### config.mk
export PLATFORM = sky130hd
export DESIGN_NAME = link_keepalive_mon
export DESIGN_NICKNAME = d
export VERILOG_FILES = /design/src/rtl/keepalive_pkg.sv /design/src/rtl/ka_tx_idle_timer.sv /design/src/rtl/ka_rx_watchdog.sv /design/src/rtl/ka_req_arbiter.sv /design/src/rtl/link_keepalive_mon.sv
export SDC_FILE = /design/constraint.sdc
export NUM_CORES = 1
export LEC_CHECK = 0
export BUFFER_PORTS_ARGS = -buffer_cell sky130_fd_sc_hd__buf_4
export CAP_MARGIN = 25
export CORE_MARGIN = 2
export CORE_UTILIZATION = 44
export CTS_CLUSTER_SIZE = 10
export DETAILED_ROUTE_END_ITERATION = 7
export PLACE_DENSITY = 0.68
export SETUP_SLACK_MARGIN = 0.3
export SLEW_MARGIN = 20
export SYNTH_ARGS = -nofsm -noshare
export SYNTH_HDL_FRONTEND = slang
export SYNTH_SLANG_ARGS = --single-unit
### constraint.sdc
create_clock -name clk -period 2.8 [get_ports clk]
set_input_delay 0.14 -clock clk [delete_from_list [all_inputs] [get_ports clk]]
set_output_delay 0.14 -clock clk [all_outputs]
set_load 0.02 [all_outputs]
### src/rtl/keepalive_pkg.sv
package keepalive_pkg;

    typedef enum logic [1:0] {
        TX_OFF   = 2'd0,
        TX_COUNT = 2'd1,
        TX_PEND  = 2'd2
    } tx_state_e;

    typedef enum logic [1:0] {
        RX_OFF     = 2'd0,
        RX_WATCH   = 2'd1,
        RX_EXPIRED = 2'd2
    } rx_state_e;

    typedef enum logic [1:0] {
        ARB_IDLE  = 2'd0,
        ARB_BEAT  = 2'd1,
        ARB_FORCE = 2'd2
    } arb_state_e;

endpackage

### src/rtl/ka_tx_idle_timer.sv
module ka_tx_idle_timer
    import keepalive_pkg::*;
#(
    parameter int TMO_W = 8
) (
    input  logic             clk,
    input  logic             rst_n,
    input  logic             slot_tick,
    input  logic             tx_activity,
    input  logic             beat_sent,
    input  logic [TMO_W-1:0] cfg_timeout,
    output logic             beat_pending
);

    localparam int CW = TMO_W + 1;

    tx_state_e          state_q, state_d;
    logic [TMO_W-1:0]   idle_cnt_q;
    logic [TMO_W-1:0]   half_period;
    logic               enabled;
    logic               reach;

    // half the timeout, rounded down, never below one slot
    always_comb begin
        half_period = cfg_timeout >> 1;
        if (half_period == '0) begin
            half_period = {{(TMO_W-1){1'b0}}, 1'b1};
        end
    end

    assign enabled = (cfg_timeout != '0);
    assign reach   = slot_tick && !tx_activity &&
                     (({1'b0, idle_cnt_q} + CW'(1)) >= {1'b0, half_period});

    always_comb begin
        state_d = state_q;
        if (!enabled) begin
            state_d = TX_OFF;
        end else begin
            unique case (state_q)
                TX_OFF:   state_d = TX_COUNT;
                TX_COUNT: if (reach) state_d = TX_PEND;
                TX_PEND:  if (beat_sent) state_d = TX_COUNT;
                default:  state_d = TX_OFF;
            endcase
        end
    end

    always_ff @(posedge clk or negedge rst_n) begin
        if (!rst_n) state_q <= TX_OFF;
        else        state_q <= state_d;
    end

    always_ff @(posedge clk or negedge rst_n) begin
        if (!rst_n) begin
            idle_cnt_q <= '0;
        end else if (state_q != TX_COUNT || state_d != TX_COUNT || tx_activity) begin
            idle_cnt_q <= '0;
        end else if (slot_tick) begin
            idle_cnt_q <= idle_cnt_q + TMO_W'(1);
        end
    end

    assign beat_pending = (state_q == TX_PEND);

endmodule

### src/rtl/ka_rx_watchdog.sv
module ka_rx_watchdog
    import keepalive_pkg::*;
#(
    parameter int TMO_W = 8
) (
    input  logic             clk,
    input  logic             rst_n,
    input  logic             slot_tick,
    input  logic             rx_good,
    input  logic             irq_clear,
    input  logic [TMO_W-1:0] cfg_timeout,
    output logic             irq
);

    localparam int CW = TMO_W + 1;

    rx_state_e          state_q, state_d;
    logic [TMO_W-1:0]   quiet_cnt_q;
    logic               enabled;
    logic               expire;
    logic               irq_q;

    assign enabled = (cfg_timeout != '0);
    assign expire  = slot_tick && !rx_good &&
                     (({1'b0, quiet_cnt_q} + CW'(1)) >= {1'b0, cfg_timeout});

    always_comb begin
        state_d = state_q;
        if (!enabled) begin
            state_d = RX_OFF;
        end else begin
            unique case (state_q)
                RX_OFF:     state_d = RX_WATCH;
                RX_WATCH:   if (expire) state_d = RX_EXPIRED;
                RX_EXPIRED: if (rx_good) state_d = RX_WATCH;
                default:    state_d = RX_OFF;
            endcase
        end
    end

    always_ff @(posedge clk or negedge rst_n) begin
        if (!rst_n) state_q <= RX_OFF;
        else        state_q <= state_d;
    end

    always_ff @(posedge clk or negedge rst_n) begin
        if (!rst_n) begin
            quiet_cnt_q <= '0;
            irq_q       <= 1'b0;
        end else begin
            if (state_q != RX_WATCH || state_d != RX_WATCH || rx_good) begin
                quiet_cnt_q <= '0;
            end else if (slot_tick) begin
                quiet_cnt_q <= quiet_cnt_q + TMO_W'(1);
            end
            // a new expiry beats a simultaneous clear
            if (state_q == RX_WATCH && state_d == RX_EXPIRED) begin
                irq_q <= 1'b1;
            end else if (irq_clear) begin
                irq_q <= 1'b0;
            end
        end
    end

    assign irq = irq_q;

endmodule

### src/rtl/ka_req_arbiter.sv
module ka_req_arbiter
    import keepalive_pkg::*;
#(
    parameter int OPC_W = 16
) (
    input  logic             clk,
    input  logic             rst_n,
    input  logic             force_req,
    input  logic             beat_pending,
    input  logic [OPC_W-1:0] cfg_beat_opcode,
    input  logic [OPC_W-1:0] cfg_force_opcode,
    input  logic             ctl_ack,
    output logic             ctl_req,
    output logic [OPC_W-1:0] ctl_opcode,
    output logic             beat_sent,
    output logic             force_sent
);

    arb_state_e       state_q, state_d;
    logic             force_pend_q;
    logic [OPC_W-1:0] opcode_q;

    assign beat_sent  = (state_q == ARB_BEAT)  && ctl_ack;
    assign force_sent = (state_q == ARB_FORCE) && ctl_ack;

    always_comb begin
        state_d = state_q;
        unique case (state_q)
            ARB_IDLE: begin
                if (force_pend_q)      state_d = ARB_FORCE;
                else if (beat_pending) state_d = ARB_BEAT;
            end
            ARB_BEAT:  if (ctl_ack) state_d = ARB_IDLE;
            ARB_FORCE: if (ctl_ack) state_d = ARB_IDLE;
            default:   state_d = ARB_IDLE;
        endcase
    end

    always_ff @(posedge clk or negedge rst_n) begin
        if (!rst_n) state_q <= ARB_IDLE;
        else        state_q <= state_d;
    end

    // outputs: pending flag and opcode captured at grant
    always_ff @(posedge clk or negedge rst_n) begin
        if (!rst_n) begin
            force_pend_q <= 1'b0;
            opcode_q     <= '0;
        end else begin
            if (force_req)       force_pend_q <= 1'b1;
            else if (force_sent) force_pend_q <= 1'b0;
            if (state_q == ARB_IDLE) begin
                if (state_d == ARB_FORCE)     opcode_q <= cfg_force_opcode;
                else if (state_d == ARB_BEAT) opcode_q <= cfg_beat_opcode;
            end
        end
    end

    assign ctl_req    = (state_q != ARB_IDLE);
    assign ctl_opcode = opcode_q;

endmodule

### src/rtl/link_keepalive_mon.sv
module link_keepalive_mon
    import keepalive_pkg::*;
#(
    parameter int TMO_W = 8,
    parameter int OPC_W = 16
) (
    input  logic             clk,
    input  logic             rst_n,
    input  logic             slot_tick,
    input  logic             tx_frame_done,
    input  logic             rx_good_frame,
    input  logic             force_req,
    input  logic             irq_clear,
    input  logic [TMO_W-1:0] cfg_timeout,
    input  logic [OPC_W-1:0] cfg_beat_opcode,
    input  logic [OPC_W-1:0] cfg_force_opcode,
    input  logic             ctl_ack,
    output logic             ctl_req,
    output logic [OPC_W-1:0] ctl_opcode,
    output logic             irq_timeout
);

    logic beat_pending;
    logic beat_sent;
    logic force_sent;
    logic tx_activity;

    // every frame leaving the port, ours included, counts as traffic
    assign tx_activity = tx_frame_done | beat_sent | force_sent;

    ka_tx_idle_timer #(.TMO_W(TMO_W)) tx_timer_i (
        .clk          (clk),
        .rst_n        (rst_n),
        .slot_tick    (slot_tick),
        .tx_activity  (tx_activity),
        .beat_sent    (beat_sent),
        .cfg_timeout  (cfg_timeout),
        .beat_pending (beat_pending)
    );

    ka_rx_watchdog #(.TMO_W(TMO_W)) rx_wd_i (
        .clk         (clk),
        .rst_n       (rst_n),
        .slot_tick   (slot_tick),
        .rx_good     (rx_good_frame),
        .irq_clear   (irq_clear),
        .cfg_timeout (cfg_timeout),
        .irq         (irq_timeout)
    );

    ka_req_arbiter #(.OPC_W(OPC_W)) arb_i (
        .clk              (clk),
        .rst_n            (rst_n),
        .force_req        (force_req),
        .beat_pending     (beat_pending),
        .cfg_beat_opcode  (cfg_beat_opcode),
        .cfg_force_opcode (cfg_force_opcode),
        .ctl_ack          (ctl_ack),
        .ctl_req          (ctl_req),
        .ctl_opcode       (ctl_opcode),
        .beat_sent        (beat_sent),
        .force_sent       (force_sent)
    );

endmodule

# --- Yosys cells after proc, flatten, opt, wreduce, memory -nomap -nowiden ---
# Cells that the tools add are included.
totals:
  reg_bits: 40
  output_inout_bits: 18
  word_cells: 78
  in_bits: 48
classes:
  n_addsub: 4
  n_eq_ne: 13
  n_reduce_logical: 26
  order_cmp: 2
  mux: 23
  n_bitwise: 2
ops:
  columns: ["op", "count"]
  rows:
  - ["$mux W16", 2]
  - ["$mux W8", 4]
  - ["$add A8 B1 Y9 const B", 2]
  - ["$ge A9 B8 Y1", 2]
  - ["$mux W2", 9]
  - ["$add A8 B1 Y8 const B", 2]
  - ["$pmux W2 S3", 2]
  - ["$reduce_bool A2 Y1", 6]
  - ["$eq A2 B2 Y1 const B", 5]
  - ["$eq A2 B1 Y1 const B", 4]
  - ["$logic_not A8 Y1", 1]
  - ["$ne A2 B1 Y1 const B", 4]
  - ["$reduce_bool A8 Y1", 1]
  - ["$logic_and A1 B1 Y1", 7]
  - ["$mux W7", 1]
  - ["$logic_not A2 Y1", 3]
  - ["$logic_or A1 B1 Y1", 4]
  - ["$mux W1", 4]
  - ["$pmux W2 S2", 1]
  - ["$logic_not A1 Y1", 2]
  - ["$or A1 B1 Y1", 2]
  - ["$reduce_and A2 Y1", 1]
  - ["$reduce_or A2 Y1", 1]

# --- Logic depth before layout (Yosys ltp) ---
# Gate-level depths: netlist (run 1).
logic_depth:
  ltp_word: 14
  depth_mapped: 11

# --- Modules after synthesis ---
# From an unflattened synthesis (run 1), not the netlist that was laid out.
hier_totals:
  hier_cells: 293
  area_unflattened_um2: 2752.6
modules_own_cells:
  columns: ["module", "area_per_inst_um2", "instances", "cells_per_inst"]
  rows:
  - ["ka_req_arbiter", 989.7, 1, 96]
  - ["ka_rx_watchdog", 904.6, 1, 101]
  - ["ka_tx_idle_timer", 852.1, 1, 95]
  - ["link_keepalive_mon", 6.3, 1, 1]

# --- Worst setup path after synthesis (run 1) ---
# No wires, ideal clock.
synth_path:
  path_kind: "flip-flop to flip-flop"
  startpoint: "register arb_i.state_q[0]"
  endpoint: "register arb_i.opcode_q[12] (netlist: arb_i.ctl_opcode[12])"
  setup_time_ps: 135
  slack_ps: 381
  stages_incl_launch_ff: 11
  required_ps: 2665
  period_less_slack_ps: 2419
  path_buffers: 2
  arrival_ps: 2284
  cell_sequence: "dfrtp_1 > inv_1 > ha_1 > inv_1 > a211o_1 > a21o_1 > ha_1 > clkbuf_1 > clkbuf_1 > mux2i_1 > o21ai_0"
synth_between:
  elab_chain_len: 6
  word_cells_on_any_way: 13
  cone_classes: "eq/ne (4); mux (5); reduce/logical (4)"
synth_lines:
  columns: ["element", "line", "source"]
  rows:
  - ["start, declared", "ka_req_arbiter.sv:19", "arb_state_e state_q, state_d;"]
  - ["start signal, assigned", "ka_req_arbiter.sv:41", "else state_q <= state_d;"]
  - ["$eq A2 B2 Y1, or another cell as far along", "ka_req_arbiter.sv:28", "unique case (state_q)"]
  - ["$reduce_or A2 Y1 (no line) or $mux W2 (tied branches)", null, null]
  - ["$pmux W2 S2", "ka_req_arbiter.sv:28", null]
  - ["$eq A2 B1 Y1 or $eq A2 B2 Y1 (tied branches)", "ka_req_arbiter.sv:54, ka_req_arbiter.sv:53", null]
  - ["$reduce_bool A2 Y1 (no line)", null, null]
  - ["$reduce_and A2 Y1 (no line)", null, null]
  - ["end signal, assigned", "ka_req_arbiter.sv:53", "if (state_d == ARB_FORCE) opcode_q <= cfg_force_opcode;"]
  - ["end signal, assigned", "ka_req_arbiter.sv:54", "else if (state_d == ARB_BEAT) opcode_q <= cfg_beat_opcode;"]
  - ["end, declared", "ka_req_arbiter.sv:21", "logic [OPC_W-1:0] opcode_q;"]
# Several ways; a longest one is shown, not always the timed one.
# A chain may end at the register's enable or synchronous reset.

# --- Worst setup path after layout (run 1) ---
layout_path:
  startpoint: "register rx_wd_i.quiet_cnt_q[2]"
  endpoint: "register rx_wd_i.state_q[1]"
layout_between:
  elab_chain_len: 6
layout_lines:
  columns: ["element", "line", "source"]
  rows:
  - ["start, declared", "ka_rx_watchdog.sv:18", "logic [TMO_W-1:0] quiet_cnt_q;"]
  - ["start signal, assigned", "ka_rx_watchdog.sv:54", "quiet_cnt_q <= quiet_cnt_q + TMO_W'(1);"]
  - ["$add A8 B1 Y9", "ka_rx_watchdog.sv:25", "(({1'b0, quiet_cnt_q} + CW'(1)) >= {1'b0, cfg_timeout});"]
  - ["$ge A9 B8 Y1", "ka_rx_watchdog.sv:25", null]
  - ["$logic_and A1 B1 Y1", "ka_rx_watchdog.sv:24", "assign expire = slot_tick && !rx_good &&"]
  - ["$mux W2", "ka_rx_watchdog.sv:34", "RX_WATCH: if (expire) state_d = RX_EXPIRED;"]
  - ["$pmux W2 S3", "ka_rx_watchdog.sv:32", "unique case (state_q)"]
  - ["$mux W2", "ka_rx_watchdog.sv:29", "if (!enabled) begin"]
  - ["named net rx_wd_i.state_d[1]", "ka_rx_watchdog.sv:17", "rx_state_e state_q, state_d;"]
  - ["end signal, assigned", "ka_rx_watchdog.sv:43", "else state_q <= state_d;"]
  - ["end, declared", "ka_rx_watchdog.sv:17", null]
# The timed path passes the listed nets, and every way through them passes these cells.

==> results of run 1 <==
registers in the layout, summed over array words and instances (netlist names):
register               count
rx_wd_i.state_q            2
arb_i.state_q              2
arb_i.ctl_opcode          16
rx_wd_i.quiet_cnt_q        8
arb_i.force_pend_q         1
tx_timer_i.state_q         2
tx_timer_i.idle_cnt_q      8
rx_wd_i.irq                1
where the power goes:
group	internal (mW)	switching, mW
combinational	0.415	0.520
sequential	0.711	0.0809
clock	0.201	0.191
total	1.33	0.792
metal layers:
layer / track usage (%) / up-vias
li1: - / 1216
met1: 24.5 / 1136
met2: 32.4 / 83
met3: 5.16 / 6
met4: 6.33 / 0
met5: 0 / -
kinds of logic (layout without fill, tap and decap cells):
family / after synthesis / count (layout) / share of synthesized area (%)
DFF: 40 / 40 / 37.3
AOI/OAI and AO/OA: 69 / 69 / 16.9
adders and majority gates: 22 / 22 / 10.3
and+or+nand+nor: 108 / 108 / 20.4
xor gates and xnor gates: 11 / 11 / 3.59
buffers and inverters: 36 / 106 / 5.46
muxes: 16 / 16 / 5.98
worst max-delay path, cell delays in order (launching register included):
cell,delay [ps]
dfrtp_2,430
nand3_4,110
or2_4,280
xnor2_1,130
ha_1,300
a21o_1,180
a21oi_1,140
o31a_1,200
o21ai_0,180
a32o_1,300
final timing paths:
| path | startpoint | to |
|---|---|---|
| min reg2reg | arb_i.ctl_opcode[15] | arb_i.ctl_opcode[15] |
| max reg2reg | rx_wd_i.quiet_cnt_q[2] | rx_wd_i.state_q[1] |
| max in group asynchronous | rst_n | rx_wd_i.quiet_cnt_q[2] |
| min in group asynchronous | rst_n | tx_timer_i.idle_cnt_q[6] |
| min | force_req | arb_i.force_pend_q |
| max | rx_wd_i.quiet_cnt_q[2] | rx_wd_i.state_q[1] |
cells in the final DEF (no fill, tap or decap), types with 3 or more instances in the layout:
| cell type | synthesis | final |
|---|---|---|
| nand2_1 | 38 | 38 |
| nand4_1 | 8 | 8 |
| clkbuf_8 | 0 | 6 |
| and3_1 | 4 | 4 |
| nor2_1 | 14 | 12 |
| xor2_1 | 6 | 6 |
| nor2b_1 | 6 | 6 |
| o2111ai_1 | 4 | 4 |
| nor3_1 | 7 | 7 |
| a21o_1 | 4 | 4 |
| nor4_1 | 3 | 3 |
| a21oi_1 | 13 | 13 |
| o21ai_0 | 23 | 23 |
| inv_1 | 21 | 21 |
| mux2i_1 | 16 | 16 |
| a31oi_1 | 3 | 3 |
| o211ai_1 | 5 | 5 |
| dfrtp_2 | 0 | 5 |
| buf_4 | 1 | 75 |
| dfrtp_1 | 40 | 35 |
| xnor2_1 | 5 | 5 |
| nand2b_1 | 6 | 6 |
| ha_1 | 22 | 19 |
| nand3_1 | 9 | 7 |
synth_stat cells (2+ instances only):
| cell type | n |
|---|---|
| and3_1 | 4 |
| o21ai_0 | 23 |
| a31oi_1 | 3 |
| ha_1 | 22 |
| mux2i_1 | 16 |
| nand3_1 | 9 |
| a21boi_0 | 2 |
| nor2b_1 | 6 |
| a21oi_1 | 13 |
| a21o_1 | 4 |
| o211ai_1 | 5 |
| nor2_1 | 14 |
| o2111ai_1 | 4 |
| clkbuf_1 | 9 |
| nand2_1 | 38 |
| a32o_1 | 2 |
| or2_2 | 3 |
| xnor2_1 | 5 |
| buf_2 | 3 |
| nor4_1 | 3 |
| nand4_1 | 8 |
| xor2_1 | 6 |
| dfrtp_1 | 40 |
| o21a_1 | 2 |
| nor3_1 | 7 |
| nor3b_1 | 2 |
| inv_1 | 21 |
| nand2b_1 | 6 |
what timing repair did:
action	CTS	global route
hold buffers	1	0
endpoints found under the hold margin	40	0
buffers inserted	0	4
setup endpoints to repair	8	35
gates resized for setup	3	13
layout make-up:
type | instances | area share, %
multi-input cells | 226 | 46.0
flip-flops and latches | 40 | 29.4
repair buffers | 76 | 16.7
well taps | 75 | 2.74
clock buffers | 8 | 2.63
inverters | 22 | 2.41
per-stage QoR:
step	power [mW]	cell area (sq um)	hold WS, ps	utilization [%]
2_1_floorplan	1.38	2680	-156	-
3_3_place_gp	1.72	3240	146	54.8
3_5_place_dp	1.74	3240	153	54.8
4_1_cts	2.15	3350	7.87	56.6
5_1_grt	2.30	3420	17.4	57.8
6_report	2.12	3420	19.9	57.8
==> run_results.csv, run 1 <==
group,metric,value,unit
clock_network,cts_buffer_depth,2,
sta,fin_crit,2360,ps
detailed_routing,wl_per_cell,13.4,um
finish,stdcell_count,447,
detailed_routing,wl_met1,2720,um
sta,final_hold_viol_count,0,
synthesis,syn_avg_cell_area,8.87,sq um
power_and_ir_drop,power_density,619,nW/um^2
clock_network,cts_sinks,40,
clock_network,cts_tree,"done",
die,die_h,82.0,um
setup_path,reg2reg_slack,440,ps
grt,grt_pass1_vias,2356,
sta,relSlewSlack,65.1,%
die,initial_core_util,45.3,%
place,placed_cells,434,
detailed_routing,ant_nets,0,
sta,max_freq,0.423,GHz
die,core_area,5920,sq um
worst_hold_path,min_path_type,"in -> reg",
die,num_rows,28,
finish,antennaDiodeCount,0,
synthesis,synth_edf_count,0,
place,pre_cts_ws,237,ps
synthesis,synth_top_cells_by_area,"dfrtp_1, ha_1, mux2i_1",
sta,setup-tns-final,0,ps
grt,grt-ovfl-total,0,
finish,ff_latch_area,1010,sq um
setup_path,path_max_fanout,5,
worst_hold_path,hold_depth,2,
finish,drive_above_1_share,26.9,%
detailed_routing,dr_wl_met3,475,um
synthesis,yosysSeqAreaShare,37.3,%
die,chipWidth,82.0,um
place,dp.final_hpwl,4490,um
power_and_ir_drop,ir_drop,0.455,mV
detailed_routing,drc,0,
synthesis,synth_seq_cells,40,
setup_path,rr_worst_depth,9,
sta,finalClockSkew,4.27,ps
grt,track_usage,19.4,%
synthesis,yosysWarnings,0,
detailed_routing,drt_iter0_drc,148,
synthesis,synth_top_area_cell,"dfrtp_1",
finish,multi_input_comb_area,1580,sq um
die,pin_count,66,
synthesis,synth_cell_types,50,
synthesis,synth_nets,372,
finish,syn_to_final_growth,27.7,%
detailed_routing,viasPerCell,5.46,
clock_network,cts_buffers,5,
detailed_routing,routed-wl-met2,2740,um
place,numPortBuffers,65,
power_and_ir_drop,total_leakage_power,1.69,nW
synthesis,netlist_area,2680,sq um
detailed_routing,drt-total-wl,6000,um
sta,fin_crit_sh,84.4,%
synthesis,postSynthCellCount,302,
detailed_routing,vias,2441,
sta,maxSlewViolCount,0,
detailed_routing,firstDrtPassIters,4,
setup_path,setup.worst_path.start_class,"flop",
clock_network,clk_pin_slew,70,ps
place,routabilityCongestion,0.873,
run_status,status,"finished clean",
sta,worst_pin_slew,521,ps
grt,grt_antenna_before_repair,0,
clock_network,cts.root.buffer_cell,"clkbuf_8",
detailed_routing,topRoutingLayerUsed,"met4",
setup_path,timing.critical_path.arrival,2540,ps
finish,fillers,545,
clock_network,clk_latency,290,ps
finish,nets,441,
setup_path,cp.required,2980,ps
synthesis,ys.flop_type,"dfrtp_1",
sta,rsz0062_at_grt,"false",
synthesis,synth.top_cell.area_share,37.3,%
sta,setup_violations,0,
die,die-area,6730,sq um
synthesis,async_flop_share,100,%
setup_path,critPathKind,"reg -> reg",
sta,worst_slack,436,ps
setup_path,cp-end-kind,"flop",
clock_network,htreeDepth,2,
grt,grt_max_degree,41,
grt,grt_pass1_wl,10200,um
job,cap_violations,0,
Note: power is estimated with default switching activity, not from simulation.
==> run 2: changes to the inputs <==
==> constraint.sdc (replaced) <==
create_clock -name clk -period 2.3 [get_ports clk]
set_input_delay 0.115 -clock clk [delete_from_list [all_inputs] [get_ports clk]]
set_output_delay 0.115 -clock clk [all_outputs]
set_load 0.02 [all_outputs]
==> run 2 against run 1 <==
- largest cell class unchanged
- final cell count up 7.6%
- core utilization grew 9.1 points
- power up 44%
- global-route usage grew 2.7 points
- highest routed layer unchanged
- largest power group unchanged
- worst hold slack got worse by 9.7 ps
- clock power grew 70%
- sequential cell count unchanged
- routed wire length rose by 17%
- via count is 8.0% higher
==> run_results.csv, run 2 (synthesis gave the netlist of run 1 again) <==
group,metric,value,unit
sta,setup_violations,0,
finish,antennaDiodeCount,0,
worst_hold_path,min_path_type,"in -> reg",
setup_path,critPathKind,"reg -> reg",
sta,hold_slack,10.1,ps
place,place_area,3430,sq um
finish,largest_reg_flops,16,
sta,final_hold_viol_count,0,
sta,finalClockSkew,12.3,ps
clock_network,cts_buffer_depth,2,
power_and_ir_drop,power.internal,1.95,mW
sta,fin_crit_sh,98.1,%
die,core_area,5920,sq um
detailed_routing,ant_nets,0,
grt,grt_pass1_wl,11600,um
grt,track_usage,22.2,%
finish,final_common_cell,"buf_4",
grt,grt_max_degree,41,
finish,fillers,469,
sta,max_freq,0.443,GHz
clock_network,clk_latency,290,ps
grt,grt_antenna_before_repair,0,
clock_network,htreeDepth,2,
detailed_routing,drc,0,
die,die-area,6730,sq um
power_and_ir_drop,p_clk_share,21.9,%
detailed_routing,drt_iter0_drc,149,
finish,fin_util,66.9,%
setup_path,cp-end-kind,"flop",
finish,syn_to_final_growth,47.9,%
grt,grt-ovfl-total,0,
clock_network,cts_sinks,40,
detailed_routing,viasPerCell,5.48,
sta,fin_crit,2260,ps
power_and_ir_drop,p_sw_share,35.9,%
setup_path,timing.critical_path.arrival,2420,ps
detailed_routing,drt-total-wl,7020,um
power_and_ir_drop,power,3.04,mW
sta,maxSlewViolCount,0,
finish,most-common-layout-cells,"buf_4, nand2_1, dfrtp_1",
detailed_routing,firstDrtPassIters,4,
power_and_ir_drop,p_seq_share,31.4,%
grt,grt_pass1_vias,2541,
setup_path,path_max_fanout,4,
clock_network,cts.root.buffer_cell,"clkbuf_8",
place,routabilityCongestion,0.824,
detailed_routing,vias,2637,
die,pin_count,66,
die,die_h,82.0,um
die,num_rows,28,
power_and_ir_drop,ir_drop,0.572,mV
job,cap_violations,0,
die,chipWidth,82.0,um
sta,worst_slack,43.6,ps
die,initial_core_util,45.3,%
finish,nets,476,
place,dp.final_hpwl,4700,um
setup_path,setup.worst_path.start_class,"flop",
place,pre_cts_ws,-41.8,ps
power_and_ir_drop,p_switching,1.09,mW
place,numPortBuffers,65,
clock_network,cts_buffers,5,
sta,rsz0062_at_grt,"true",
finish,drive_above_1_share,38.9,%
power_and_ir_drop,combinationalPowerShare,46.6,%
finish,postLayoutCellArea,3960,sq um
power_and_ir_drop,power_density,768,nW/um^2
detailed_routing,wl_per_cell,14.6,um
setup_path,cp.required,2460,ps
clock_network,clk_pin_slew,90,ps
run_status,status,"finished clean",
clock_network,cts_tree,"done",
sta,relSlewSlack,65.0,%
power_and_ir_drop,total_leakage_power,1.93,nW
sta,worst_pin_slew,525,ps
-- run 2: final timing paths --
kind | from | end | slack [ps] | cells past startpoint
hold reg to reg | arb_i.ctl_opcode[3] | arb_i.ctl_opcode[3] | 480 | 2
setup reg to reg | rx_wd_i.quiet_cnt_q[0] | rx_wd_i.quiet_cnt_q[2] | 40 | 10
setup / recovery | rx_wd_i.quiet_cnt_q[0] | rx_wd_i.quiet_cnt_q[2] | 40 | 10
min in group asynchronous | rst_n | tx_timer_i.idle_cnt_q[7] | 340 | 2
hold / removal | force_req | arb_i.force_pend_q | 10 | 2
max in group asynchronous | rst_n | rx_wd_i.quiet_cnt_q[1] | 1570 | 2
-- run 2: power by group through the flow --
stage | Sequential, mW | Combinational, mW | Clock (mW)
final | 0.957 | 1.42 | 0.668
after global routing | 0.975 | 1.56 | 0.705
after CTS | 0.954 | 1.38 | 0.685
after detailed placement | 0.976 | 1.19 | 0
after global placement | 0.973 | 1.16 | 0
after floorplan | 1.13 | 0.644 | 0
-- run 2: through the flow --
stage                     TNS (ps)  std cells
final                            0        481
after CTS                        0        477
after global placement       -3.76        448
after detailed placement      -121        448
after floorplan                  0        302
after global routing          -499        481
-- run 2: area by class of cell --
type                    count  area, sq um  area share [%]
flip-flops and latches     40         1010            25.4
repair buffers            107          836            21.1
well taps                  75         93.8            2.37
clock inverters             2         60.1            1.52
clock buffers               5         68.8            1.74
multi-input cells         230         1810            45.7
inverters                  22         86.3            2.18
-- run 2: what timing repair did --
action,in CTS,in global routing
pin swaps,12,16
gates cloned,4,1
endpoints found under the setup margin,36,36
resized for setup,21,23
endpoints found under the hold margin,40,0
buffers inserted,17,3
hold buffers,1,0
-- run 2: critical path, cell delays in order, from the launching register on --
cell     delay [ps]
dfrtp_1         430
ha_4            190
nand3_4          80
nor2_2           40
xor2_1          140
ha_1            300
nand3_1          80
o31a_1          370
buf_4           170
o31ai_4         240
nor2_1           80
-- run 2: routing by layer --
metal	track usage, %	vias up	share of wire (%)
li1	-	1293	-
met1	28.4	1234	42
met2	37.3	100	49
met3	5.38	10	7.4
met4	5.83	0	1.2
met5	0	-	0
==> run 3: changes to the inputs <==
--- a/config.mk
+++ b/config.mk
@@ -16,4 +16,5 @@
 export SLEW_MARGIN = 20
 export SYNTH_ARGS = -nofsm -noshare
 export SYNTH_HDL_FRONTEND = slang
+export SYNTH_HIERARCHICAL = 1
 export SYNTH_SLANG_ARGS = --single-unit
==> constraint.sdc (replaced) <==
create_clock -name clk -period 2.8 [get_ports clk]
set_input_delay 0.14 -clock clk [delete_from_list [all_inputs] [get_ports clk]]
set_output_delay 0.14 -clock clk [all_outputs]
set_load 0.02 [all_outputs]
==> run 3 against run 2 <==
- register-to-register slack improved by 240 ps
- die area up 2.6%
- synthesized cell count is 3.0% lower
- clock skew is 3.4 ps lower
- largest cell class unchanged
- design area shrank 2.7%
==> run_results.csv, run 3 <==
group,metric,value,unit
sta,fin_crit_sh,90.0,%
setup_path,rr_worst_depth,11,
grt,grt-ovfl-total,0,
synthesis,ys.flop_type,"dfrtp_1",
synthesis,synth-xor-area-share,3.50,%
finish,antennaDiodeCount,0,
synthesis,synth_top_area_cell,"dfrtp_1",
setup_path,cp.required,2990,ps
power_and_ir_drop,power,2.39,mW
die,die_h,83.1,um
synthesis,synth_seq_cells,40,
synthesis,yosysSeqAreaShare,36.4,%
setup_path,critPathKind,"reg -> reg",
synthesis,synth_edf_count,0,
detailed_routing,wl_per_cell,13.9,um
detailed_routing,drc,0,
worst_hold_path,min_path_type,"in -> reg",
worst_hold_path,hold_depth,2,
power_and_ir_drop,p_seq_share,33.2,%
synthesis,synth_fa_ha_area_share,10.5,%
clock_network,cts_buffers,5,
finish,syn_to_final_growth,40.0,%
sta,worst_slack,280,ps
power_and_ir_drop,p_switching,857,uW
place,pre_cts_ws,115,ps
sta,fin_crit,2520,ps
clock_network,clk_latency,290,ps
grt,grt_pass1_wl,11400,um
clock_network,cts_tree,"done",
sta,final_hold_viol_count,0,
synthesis,synthMostInstantiatedCell,"dfrtp_1",
clock_network,clk_pin_slew,80,ps
die,die-area,6900,sq um
detailed_routing,drt-total-wl,6430,um
job,cap_violations,0,
run_status,status,"finished clean",
grt,use_met2,30.7,%
setup_path,cp-end-kind,"flop",
synthesis,yosysWarnings,6,
synthesis,postSynthCellCount,293,
finish,drive_above_1_share,37.4,%
grt,met3_usage,5.67,%
synthesis,synth_top_family_by_area,"simple AND/OR/NAND/NOR gates",
power_and_ir_drop,p_sw_share,35.8,%
setup_path,reg2reg_slack,280,ps
die,initial_core_util,45.9,%
die,chipWidth,83.1,um
setup_path,path_max_fanout,8,
worst_hold_path,hold_end,"arb_i/force_pend_q",
synthesis,synthMuxAreaShare,5.82,%
die,pin_count,66,
worst_hold_path,worstHoldStart,"force_req",
detailed_routing,drt_iter0_drc,83,
sta,setup_violations,0,
place,numPortBuffers,65,
power_and_ir_drop,power.internal,1.54,mW
setup_path,r2r-end,"rx_wd_i/quiet_cnt_q[4]",
synthesis,synth_common_cells,"dfrtp_1, nand2_1, ha_1, inv_1, mux2i_1",
place,dp.final_hpwl,4720,um
finish,nets,458,
grt,grt_max_degree,41,
power_and_ir_drop,ir_drop,0.423,mV
detailed_routing,viasPerCell,5.31,
grt,gr-max-usage-layer,"met2",
synthesis,async_flop_share,100,%
clock_network,cts_buffer_depth,2,
die,core_area,5990,sq um
detailed_routing,vias,2458,
setup_path,timing.critical_path.arrival,2710,ps
finish,fillers,500,
power_and_ir_drop,total_leakage_power,1.89,nW
setup_path,setup.worst_path.start_class,"flop",
setup_path,crit-reg2reg-launch,"rx_wd_i/quiet_cnt_q[1]",
synthesis,synthSimpleGateAreaFrac,22.2,%
grt,track_usage,19.8,%
synthesis,synth.top_cell.area_share,36.4,%
clock_network,htreeDepth,2,
synthesis,synth_cell_types,51,
finish,largest_reg_flops,16,
grt,grt_antenna_before_repair,0,
power_and_ir_drop,power_density,621,nW/um^2
sta,worst_pin_slew,844,ps
sta,setup-tns-final,0,ps
finish,postLayoutCellArea,3850,sq um
sta,finalClockSkew,8.91,ps
place,place_area,3420,sq um
sta,max_freq,0.397,GHz
grt,grtUsageMet1,27.4,%
power_and_ir_drop,combinationalPowerShare,43.3,%
sta,rsz0062_at_grt,"true",
place,routabilityCongestion,0.909,
synthesis,synth_nets,364,
clock_network,cts.root.buffer_cell,"clkbuf_8",
power_and_ir_drop,p_clk_share,23.5,%
synthesis,netlist_area,2750,sq um
finish,most-common-layout-cells,"buf_4, dfrtp_1, nand2_1",
detailed_routing,ant_nets,0,
synthesis,synth-compound-area-share,15.8,%
die,num_rows,28,
clock_network,cts_sinks,40,
grt,grt_pass1_vias,2418,
synthesis,synth_top_cells_by_area,"dfrtp_1, ha_1, mux2i_1",
finish,final_common_cell,"buf_4",
synthesis,syn_avg_cell_area,9.39,sq um
sta,maxSlewViolCount,0,
sta,relSlewSlack,43.2,%
detailed_routing,firstDrtPassIters,4,
==> run 3: changes by cell type in the layout (fill, tap and decap cells not counted), moves of 5 or more <==
cell | previous run | this run
o21ai_1 | 1 | 16
nand4b_1 | 1 | 6
nand2_1 | 37 | 29
o21ai_0 | 21 | 5
a31oi_1 | 2 | 7
nor2_1 | 10 | 4
nand2b_1 | 5 | 13
nor3_1 | 6 | 1
buf_4 | 99 | 92
inv_1 | 17 | 23
==> run 3: cells by family (layout without fill, tap and decap cells) <==
group | Yosys count | in the layout
AOI/OAI and AO/OA | 64 | 64
xor gates and xnor gates | 11 | 11
adders and majority gates | 23 | 23
buffers and inverters | 33 | 128
DFF | 40 | 40
muxes | 16 | 16
and+or+nand+nor | 106 | 106
==> run 3: area by class of cell <==
class                      count  area (sq um)  area share, %
tap                           75          93.8           2.44
inverter                      23          86.3           2.24
sequential                    40          1010           26.2
clock buffer                   6          72.6           1.88
multi-input combinational    220          1780           46.1
clock inverter                 2          60.1           1.56
timing repair buffer          97           754           19.6
==> run 3: power groups by stage <==
stage,sequential (mW),combinational (mW),clock [mW]
2_1_floorplan,0.933,0.580,0
3_3_place_gp,0.801,1.01,0
3_5_place_dp,0.803,1.03,0
4_1_cts,0.795,1.04,0.574
5_1_grt,0.814,1.15,0.609
6_report,0.794,1.04,0.561
==> run 3: critical path, stage by stage (launching register included) <==
cell and delay (ps):
dfrtp_2 440, ha_4 170, nand3_4 90, nor2_4 120
xor2_1 180, ha_1 260, and3_4 180, a221o_1 330
a211oi_4 210, buf_6 170, nand3_1 80, a31oi_1 190
==> run 3: timing repair <==
| action | in CTS | in global routing |
|---|---|---|
| pin swaps | 10 | 15 |
| cloned | 0 | 0 |
| setup buffers | 14 | 8 |
| gates resized for setup | 17 | 12 |
| endpoints found under the setup margin | 20 | 20 |
| hold buffers | 1 | 0 |
| hold endpoints to repair | 40 | 0 |
==> run 3: through the flow <==
stage / utilization (%) / cells / hold WS (ps)
after floorplan: - / 293 / -156
after global placement: 57.1 / 432 / 160
after detailed placement: 57.1 / 432 / 162
after CTS: 62.4 / 455 / 15.9
after global routing: 64.3 / 463 / 20.5
final: 64.3 / 463 / 22.0
==> run 3: how the worst max path moves through the flow <==
stage | cells after the start | to | from
5_1_grt | 11 | rx_wd_i/quiet_cnt_q[4] | rx_wd_i/quiet_cnt_q[0]
2_1_floorplan | 10 | tx_timer_i/idle_cnt_q[6] | tx_timer_i/idle_cnt_q[1]
3_5_place_dp | 11 | rx_wd_i/state_q[1] | rx_wd_i/quiet_cnt_q[0]
6_report | 11 | rx_wd_i/quiet_cnt_q[4] | rx_wd_i/quiet_cnt_q[1]
4_1_cts | 11 | rx_wd_i/state_q[1] | rx_wd_i/quiet_cnt_q[0]
3_3_place_gp | 11 | rx_wd_i/quiet_cnt_q[7] | rx_wd_i/quiet_cnt_q[0]
==> run 3: metal layers <==
| layer | up-vias | share of wire (%) |
|---|---|---|
| met2 | 73 | 47 |
| met1 | 1147 | 46 |
| met3 | 2 | 6.8 |
| li1 | 1236 | - |
| met5 | - | 0 |
| met4 | 0 | 0.28 |
